[src/rtl/adbus_pkg.sv]
package adbus_pkg;
  typedef enum logic [2:0] {
    PH_IDLE = 3'd0,
    PH_T1   = 3'd1,
    PH_T2   = 3'd2,
    PH_T3   = 3'd3,
    PH_T4   = 3'd4,
    PH_HOLD = 3'd5
  } phase_e;
endpackage

[src/rtl/adbus_phase_fsm.sv]
module adbus_phase_fsm
  import adbus_pkg::*;
(
  input  logic   clk,
  input  logic   rst_n,
  input  logic   req_valid,
  input  logic   hold_req,
  output logic   req_ready,
  output phase_e phase,
  output logic   cap_en,
  output logic   done,
  output logic   hold_ack
);
  phase_e nxt;

  always_comb begin
    nxt = phase;
    unique case (phase)
      PH_IDLE: begin
        if (hold_req)       nxt = PH_HOLD;
        else if (req_valid) nxt = PH_T1;
      end
      PH_T1:   nxt = PH_T2;
      PH_T2:   nxt = PH_T3;
      PH_T3:   nxt = PH_T4;
      PH_T4:   nxt = PH_IDLE;
      PH_HOLD: if (!hold_req) nxt = PH_IDLE;
      default: nxt = PH_IDLE;
    endcase
  end

  always_ff @(posedge clk or negedge rst_n) begin
    if (!rst_n) begin
      phase <= PH_IDLE;
      done  <= 1'b0;
    end else begin
      phase <= nxt;
      done  <= (phase == PH_T4);
    end
  end

  assign req_ready = (phase == PH_IDLE) && !hold_req;
  assign cap_en    = (phase == PH_T3);
  assign hold_ack  = (phase == PH_HOLD);
endmodule

[src/rtl/adbus_lane_drv.sv]
module adbus_lane_drv
  import adbus_pkg::*;
#(
  parameter int LANE_W = 8
) (
  input  phase_e             phase,
  input  logic               addr_dis,
  input  logic               show_en,
  input  logic               wr,
  input  logic               intl,
  input  logic               be,
  input  logic [LANE_W-1:0]  addr_byte,
  input  logic [LANE_W-1:0]  wdata_byte,
  input  logic [LANE_W-1:0]  idata_byte,
  output logic               oe,
  output logic [LANE_W-1:0]  dout
);
  always_comb begin
    oe   = 1'b0;
    dout = '0;
    unique case (phase)
      PH_T1: begin
        oe   = !addr_dis;
        dout = addr_byte;
      end
      PH_T2: begin
        if (wr) begin
          oe   = be;
          dout = wdata_byte;
        end
      end
      PH_T3, PH_T4: begin
        if (wr) begin
          oe   = be;
          dout = wdata_byte;
        end else if (intl && show_en) begin
          oe   = 1'b1;
          dout = idata_byte;
        end
      end
      default: begin
        oe   = 1'b0;
        dout = '0;
      end
    endcase
  end
endmodule

[src/rtl/adbus_cfg_cap.sv]
module adbus_cfg_cap #(
  parameter int BUS_W     = 16,
  parameter int STRAP_BIT = 0
) (
  input  logic             clk,
  input  logic             rst_n,
  input  logic [BUS_W-1:0] bus_in,
  input  logic             show_rd_cfg,
  output logic [BUS_W-1:0] cfg_word,
  output logic             show_en
);
  logic [BUS_W-1:0] cfg_q;

  // Samples the pins on every edge while reset is held, so the last
  // sample before release is what remains.
  always_ff @(posedge clk) begin
    if (!rst_n) cfg_q <= bus_in;
  end

  assign cfg_word = cfg_q;
  assign show_en  = show_rd_cfg || !cfg_q[STRAP_BIT];
endmodule

[src/rtl/adbus_seq.sv]
module adbus_seq
  import adbus_pkg::*;
#(
  parameter int BUS_W     = 16,
  parameter int LANE_W    = 8,
  parameter int STRAP_BIT = 0,
  localparam int LANES    = BUS_W / LANE_W
) (
  input  logic             clk,
  input  logic             rst_n,
  input  logic             req_valid,
  output logic             req_ready,
  input  logic [BUS_W-1:0] req_addr,
  input  logic             req_write,
  input  logic [LANES-1:0] req_be,
  input  logic [BUS_W-1:0] req_wdata,
  input  logic             req_internal,
  input  logic [BUS_W-1:0] req_int_rdata,
  output logic             rsp_valid,
  output logic [BUS_W-1:0] rsp_rdata,
  input  logic             addr_dis,
  input  logic             show_rd_cfg,
  input  logic             hold_req,
  output logic             hold_ack,
  output logic             ale,
  output logic [LANES-1:0] bus_oe,
  output logic [BUS_W-1:0] bus_out,
  input  logic [BUS_W-1:0] bus_in,
  output logic [BUS_W-1:0] cfg_word
);
  phase_e           phase;
  logic             cap_en;
  logic             show_en;
  logic             accept;
  logic [BUS_W-1:0] addr_q, wdata_q, idata_q, rdata_q;
  logic [LANES-1:0] be_q;
  logic             wr_q, intl_q;

  adbus_phase_fsm u_fsm (
    .clk       (clk),
    .rst_n     (rst_n),
    .req_valid (req_valid),
    .hold_req  (hold_req),
    .req_ready (req_ready),
    .phase     (phase),
    .cap_en    (cap_en),
    .done      (rsp_valid),
    .hold_ack  (hold_ack)
  );

  adbus_cfg_cap #(.BUS_W(BUS_W), .STRAP_BIT(STRAP_BIT)) u_cfg (
    .clk         (clk),
    .rst_n       (rst_n),
    .bus_in      (bus_in),
    .show_rd_cfg (show_rd_cfg),
    .cfg_word    (cfg_word),
    .show_en     (show_en)
  );

  assign accept = req_valid && req_ready;

  always_ff @(posedge clk or negedge rst_n) begin
    if (!rst_n) begin
      addr_q  <= '0;
      wdata_q <= '0;
      idata_q <= '0;
      be_q    <= '0;
      wr_q    <= 1'b0;
      intl_q  <= 1'b0;
      rdata_q <= '0;
    end else begin
      if (accept) begin
        addr_q  <= req_addr;
        wdata_q <= req_wdata;
        idata_q <= req_int_rdata;
        be_q    <= req_be;
        wr_q    <= req_write;
        intl_q  <= req_internal;
      end
      if (cap_en && !wr_q) rdata_q <= intl_q ? idata_q : bus_in;
    end
  end

  for (genvar g = 0; g < LANES; g++) begin : g_lane
    adbus_lane_drv #(.LANE_W(LANE_W)) u_lane (
      .phase      (phase),
      .addr_dis   (addr_dis),
      .show_en    (show_en),
      .wr         (wr_q),
      .intl       (intl_q),
      .be         (be_q[g]),
      .addr_byte  (addr_q[g*LANE_W +: LANE_W]),
      .wdata_byte (wdata_q[g*LANE_W +: LANE_W]),
      .idata_byte (idata_q[g*LANE_W +: LANE_W]),
      .oe         (bus_oe[g]),
      .dout       (bus_out[g*LANE_W +: LANE_W])
    );
  end

  assign ale       = (phase == PH_T1);
  assign rsp_rdata = rdata_q;
endmodule

[config.mk]
export PLATFORM = sky130hd
export DESIGN_NAME = adbus_seq
export DESIGN_NICKNAME = d
export VERILOG_FILES = /design/src/rtl/adbus_pkg.sv /design/src/rtl/adbus_phase_fsm.sv /design/src/rtl/adbus_lane_drv.sv /design/src/rtl/adbus_cfg_cap.sv /design/src/rtl/adbus_seq.sv
export SDC_FILE = /design/constraint.sdc
export NUM_CORES = 1
export LEC_CHECK = 0
export ABC_AREA = 1
export CAP_MARGIN = 20
export CORE_MARGIN = 2
export CORE_UTILIZATION = 60
export DETAILED_ROUTE_END_ITERATION = 7
export DONT_BUFFER_PORTS = 1
export MAX_ROUTING_LAYER = met4
export PLACE_DENSITY = 0.76
export RECOVER_POWER = 50
export SLEW_MARGIN = 10
export SYNTH_ARGS = -nofsm -noshare
export SYNTH_HDL_FRONTEND = slang
export SYNTH_HIERARCHICAL = 1
export SYNTH_SLANG_ARGS = --single-unit
[constraint.sdc]
create_clock -name clk -period 3.5 [get_ports clk]
set_input_delay 0.525 -clock clk [delete_from_list [all_inputs] [get_ports clk]]
set_output_delay 0.525 -clock clk [all_outputs]
set_load 0.005 [all_outputs]
==> impl_metrics.ini, run 1 <==
[critical_path]
cp_cell_sequence = nor2_1 > inv_1 > nor3_4 > buf_4
start_kind = flip-flop
reg2regPathDepth = 6
regToRegSetupSlack_ns = 1.39
regToRegEndpoint = wdata_q[2]
max_stage_delay_ns = 0.60
path_delay_family = buffers and inverters
path_buf_inv = 2
worstPathArrival_ns = 2.07
worstSetupEndpointType = output pin
r2r-start = u_fsm/phase[1]
worstPathMaxFanout = 51
critPathKind = reg -> out
slowest_stage = dfrtp_1
cp.required_ns = 2.97

[placed_design]
placed_area_sq_mm = 0.004240
pre_cts_ws_ns = 1.377
hpwlAfterDp_mm = 6.428
routabilityCongestion = 0.8478
io_buffers = 0

[min_path]
hold_end = u_cfg/cfg_word[12]
hold_start = bus_in[12]
hold_path.class = in -> reg
whs_path_depth = 0

[clock_network]
clk_pin_slew_worst_paths_ns = 0.09
post-cts-setup-buffers = 0
cts_root_buf = clkbuf_8
max-clock-path-buffers = 2
h-tree-depth = 3
cts_tree = built
insertion_delay_ns = 0.34
cts_num_sinks = 88
numCtsBuffers = 9

[cells_and_area]
syn2layout_area_growth_pct = 3.160
seqCellArea_sq_mm = 0.002282
finalNetCount = 586
layout_common_cells = nand2_1, nand3_1, dfrtp_1, nor2_1
stdcell_area_sq_mm = 0.004452
multi_input_area_sq_mm = 0.001734
drive_gt1_share_pct = 7.946
mostFrequentLayoutCell = nand2_1
diodes = 0
fillers = 595

[timing]
fin_ws_ns = 0.9089
tightest_slew_ns = 1.754
fin_skew_ns = 0.008079
rsz0062_at_grt = false
tns_ns = 0
hold_viol_final = 0
drv_slew = 73
setup-violations-final = 0
fin_crit_ns = 2.591
max-slew-margin-rel_pct = -16.95
fmax_mhz = 385.9
period_share_pct = 74.03

[pwr]
p_leak_nw = 2.276
power_density_mw_per_mm2 = 867.3
finalPower_mw = 3.861
max-vdd-ir-drop_mv = 0.3877

[grt]
grtUsageTotal_pct = 25.63
use_met2_pct = 38.20
antenna_found_initial = 0
use_met1_pct = 35.38
grt_pass1_wl_mm = 15.08
met3_usage_pct = 4.011
grt_pass1_vias = 3138
grt-busiest-layer = met2
grt_max_degree = 73
overflow = 0

[route]
via_per_inst = 5.464
wl_mm = 9.517
firstDrtPassIters = 4
num_vias = 3344
drt-wirelength-per-cell_um = 15.55
drc = 0
final_antenna_net_count = 0
drt_iter0_markers = 225

[logic_synthesis]
yosys_warnings = 6
ys_seq_area_share_pct = 52.88
synth-seq-cells = 88
ys_types = 22
synth_area_sq_mm = 0.004315
synth_top_area_share_pct = 41.75
avgSynthCellArea_sq_um = 8.173
synth_nets = 602
synth_area_leaders = dfrtp_1, nand2_1, nand3_1
syn_inst = 528
synth.largest_area_cell = dfrtp_1

[floorplan]
die_x_um = 88.81
start_util_pct = 62.82
pin_count = 128
die_y_um = 88.81
fp.coreArea_sq_mm = 0.006869
num_rows = 30
dieArea_sq_mm = 0.007886

[status]
violations = capacitance limit, slew limit
status = complete, but fails checks

[job]
max_cap_violations = 1
state kept, by name (all words and copies together), names as in the netlist:
register,flops
rsp_rdata,16
be_q,2
wr_q,1
u_fsm/phase,3
wdata_q,16
idata_q,16
u_cfg/cfg_word,16
addr_q,16
intl_q,1
u_fsm/done,1
per-stage QoR:
| step | hold WS [ns] | instances | util [%] |
|---|---|---|---|
| after floorplan | 0.2294 | 528 | - |
| after global placement | 0.2311 | 596 | 61.73 |
| after detailed placement | 0.2306 | 596 | 61.73 |
| after CTS | 0.06089 | 612 | 65.17 |
| after global routing | 0.2523 | 612 | 64.81 |
| final | 0.2691 | 612 | 64.81 |
power breakdown:
group | internal [mW] | switching [mW]
combinational | 0.436 | 0.865
clock | 0.396 | 0.347
sequential | 1.44 | 0.374
how the worst max path moves through the flow:
stage	depth (start not counted)	start	to	slack [ns]
CTS	4	u_fsm/phase[1]	req_ready	0.99
global route	4	u_fsm/phase[1]	req_ready	0.77
finish	4	u_fsm/phase[1]	req_ready	0.91
global placement	4	u_fsm/phase[1]	req_ready	1.47
floorplan	5	u_fsm/phase[1]	bus_oe[0]	1.83
detailed placement	4	u_fsm/phase[1]	req_ready	1.38
area by class of cell:
type	instances	share of cell area, %
Multi-Input combinational cell	389	38.95
Sequential cell	88	51.26
Tap cell	96	2.698
Clock buffer	9	2.782
Timing Repair Buffer	3	0.4497
Inverter	21	1.939
Clock inverter	6	1.911
cell families (layout without fill, tap and decap cells):
group	count (synthesis)	count (layout)	synth area share (%)
AND/OR/NAND/NOR	385	385	39.11
flip-flops	88	88	52.88
AO/OA/AOI/OAI	4	4	0.9858
buffers and inverters	51	39	7.016
synthesized netlist by cell type:
library cell / number
nand2_1: 220
nand3_1: 120
dfrtp_1: 72
nor2_1: 23
buf_2: 17
edfxtp_1: 16
inv_1: 16
buf_4: 7
nand2_2: 6
inv_2: 4
nand2_4: 4
nand3_2: 4
buf_6: 3
buf_8: 3
nor2_2: 3
a21oi_1: 2
a21oi_4: 2
nor3_1: 2
inv_8: 1
nand4_1: 1
nor3_2: 1
nor3b_1: 1
what timing repair did:
action,4_1_cts,5_1_grt
setup endpoints to repair,0,0
hold buffers,1,0
hold endpoints to repair,72,0
resized for setup,0,0
routing by layer:
metal	routed length, um	up-vias	part of all wire, %
li1	-	1668	-
met1	4280	1542	45
met2	4410	120	46
met3	668	14	7.0
met4	158	0	1.7
met5	0	-	0
Power figures use the tool's default switching activity.
==> run 2, diff against run 1 <==
==> constraint.sdc (replaced) <==
create_clock -name clk -period 2.4 [get_ports clk]
set_input_delay 0.36 -clock clk [delete_from_list [all_inputs] [get_ports clk]]
set_output_delay 0.36 -clock clk [all_outputs]
set_load 0.005 [all_outputs]
==> impl_metrics.ini, run 2 (same netlist as run 1, synthesis figures left out) <==
[grt]
grt_pass1_wl_mm = 15.41
grtUsageTotal_pct = 26.34
grt_max_degree = 73
grt_pass1_vias = 3101
overflow = 0
antenna_found_initial = 0

[route]
wl_mm = 9.705
num_vias = 3402
drc = 0
drt_iter0_markers = 199
via_per_inst = 5.505
final_antenna_net_count = 0
firstDrtPassIters = 5
drt-wirelength-per-cell_um = 15.70

[cells_and_area]
multi_input_area_sq_mm = 0.001737
seqCellArea_sq_mm = 0.002282
layout_common_cells = nand2_1, nand3_1, dfrtp_1, nor2_1
fillers = 602
post-route-util_pct = 65.59
fin_cells = 618
drive_gt1_share_pct = 9.004
finalNetCount = 591
syn2layout_area_growth_pct = 4.407
mostFrequentLayoutCell = nand2_1
diodes = 0

[min_path]
hold_start = bus_in[4]
whs_path_depth = 0
hold_path.class = in -> reg
hold_end = u_cfg/cfg_word[4]

[clock_network]
cts_tree = built
h-tree-depth = 3
numCtsBuffers = 9
cts_root_buf = clkbuf_8
insertion_delay_ns = 0.35
clk_pin_slew_worst_paths_ns = 0.09
cts_hold_buffers = 2
ctsResizeCount = 0
post-cts-setup-buffers = 0
cts_num_sinks = 88
max-clock-path-buffers = 2

[critical_path]
crit_path_start = u_fsm/phase[2]
worstPathArrival_ns = 1.80
r2r-start = u_fsm/phase[0]
critPathKind = reg -> out
regToRegEndpoint = wr_q
max_stage_delay_ns = 0.58
cp_num_cells = 5
worstSetupEndpointType = output pin
cp.required_ns = 2.04
path_buf_inv = 1
cp_common_cell = nand2_1
cp_cell_sequence = inv_1 > nand2_1 > nor2_2 > nand2_1 > nand3_1
worstPathMaxFanout = 12
start_kind = flip-flop
reg2regPathDepth = 6
path_delay_family = simple AND/OR/NAND/NOR gates
regToRegSetupSlack_ns = 0.56
slowest_stage = dfrtp_1

[timing]
hold_slack_ns = 0.09068
fin_crit_ns = 2.161
hold_viol_final = 0
fin_skew_ns = 0.006712
drv_slew = 73
tightest_slew_ns = 1.579
rsz0062_at_grt = false
period_share_pct = 90.05
max-slew-margin-rel_pct = -5.291
fmax_mhz = 462.7
tns_ns = 0
setup-violations-final = 0

[floorplan]
start_util_pct = 62.82
pin_count = 128
dieArea_sq_mm = 0.007886
die_y_um = 88.81
die_x_um = 88.81
fp.coreArea_sq_mm = 0.006869
num_rows = 30

[pwr]
p_leak_nw = 2.300
power_density_mw_per_mm2 = 1278
max-vdd-ir-drop_mv = 0.5736

[placed_design]
routabilityCongestion = 0.9647
hpwlAfterDp_mm = 6.690
io_buffers = 0
dp.cells = 600

[status]
violations = capacitance limit, slew limit
status = complete, but fails checks

[job]
max_cap_violations = 1
run 2: cell count changes in the layout (fill, tap and decap cells not counted):
cell,previous run,this run
buf_4,2,6
nor2_1,24,23
clkbuf_2,1,0
buf_2,0,1
dlygate4sd3_1,0,1
clkinv_2,1,0
clkinv_1,1,0
clkbuf_1,0,1
inv_6,0,1
clkinvlp_4,1,2
nor2_2,2,3
run 2: worst max-delay path by stage:
stage / endpoint
6_report: bus_out[6]
4_1_cts: bus_out[12]
3_3_place_gp: bus_out[14]
2_1_floorplan: idata_q[14]
5_1_grt: bus_out[6]
3_5_place_dp: wr_q
run 2: where the power goes:
part,total [mW],switching [mW],internal [mW],leakage (nW)
combinational,2.05,1.38,0.675,1.14
sequential,2.58,0.474,2.11,1.05
clock,1.12,0.533,0.592,0.103
run 2: cell type report:
| class | instances | area share, % |
|---|---|---|
| Multi-Input combinational cell | 389 | 38.54 |
| Timing Repair Buffer | 8 | 1.333 |
| Sequential cell | 88 | 50.65 |
| Clock inverter | 6 | 2.055 |
| Inverter | 21 | 1.916 |
| Tap cell | 96 | 2.666 |
| Clock buffer | 10 | 2.833 |
run 2: worst reg2reg max path, cell delays in order, from the launching register on:
cell     delay (ns)
dfrtp_1        0.48
nor2_2         0.25
inv_1          0.15
nor3_4         0.21
nand2_4        0.34
nor2_1         0.21
a21oi_1        0.06
run 2: stage by stage:
step                worst slack [ns]  total power, mW  cell area, sq um
finish                        0.2388            5.758              4506
detailed placement            0.6670            4.618              4270
floorplan                     0.7900            4.263              4315
global placement              0.6958            4.526              4270
global route                 0.09681            6.205              4506
CTS                           0.2731            5.767              4528
run 2: routing by layer:
layer	GRT usage (%)	part of all wire, %
met3	4.384	8.3
met5	-	0
met2	39.62	47
met1	36.29	43
met4	9.091	1.3
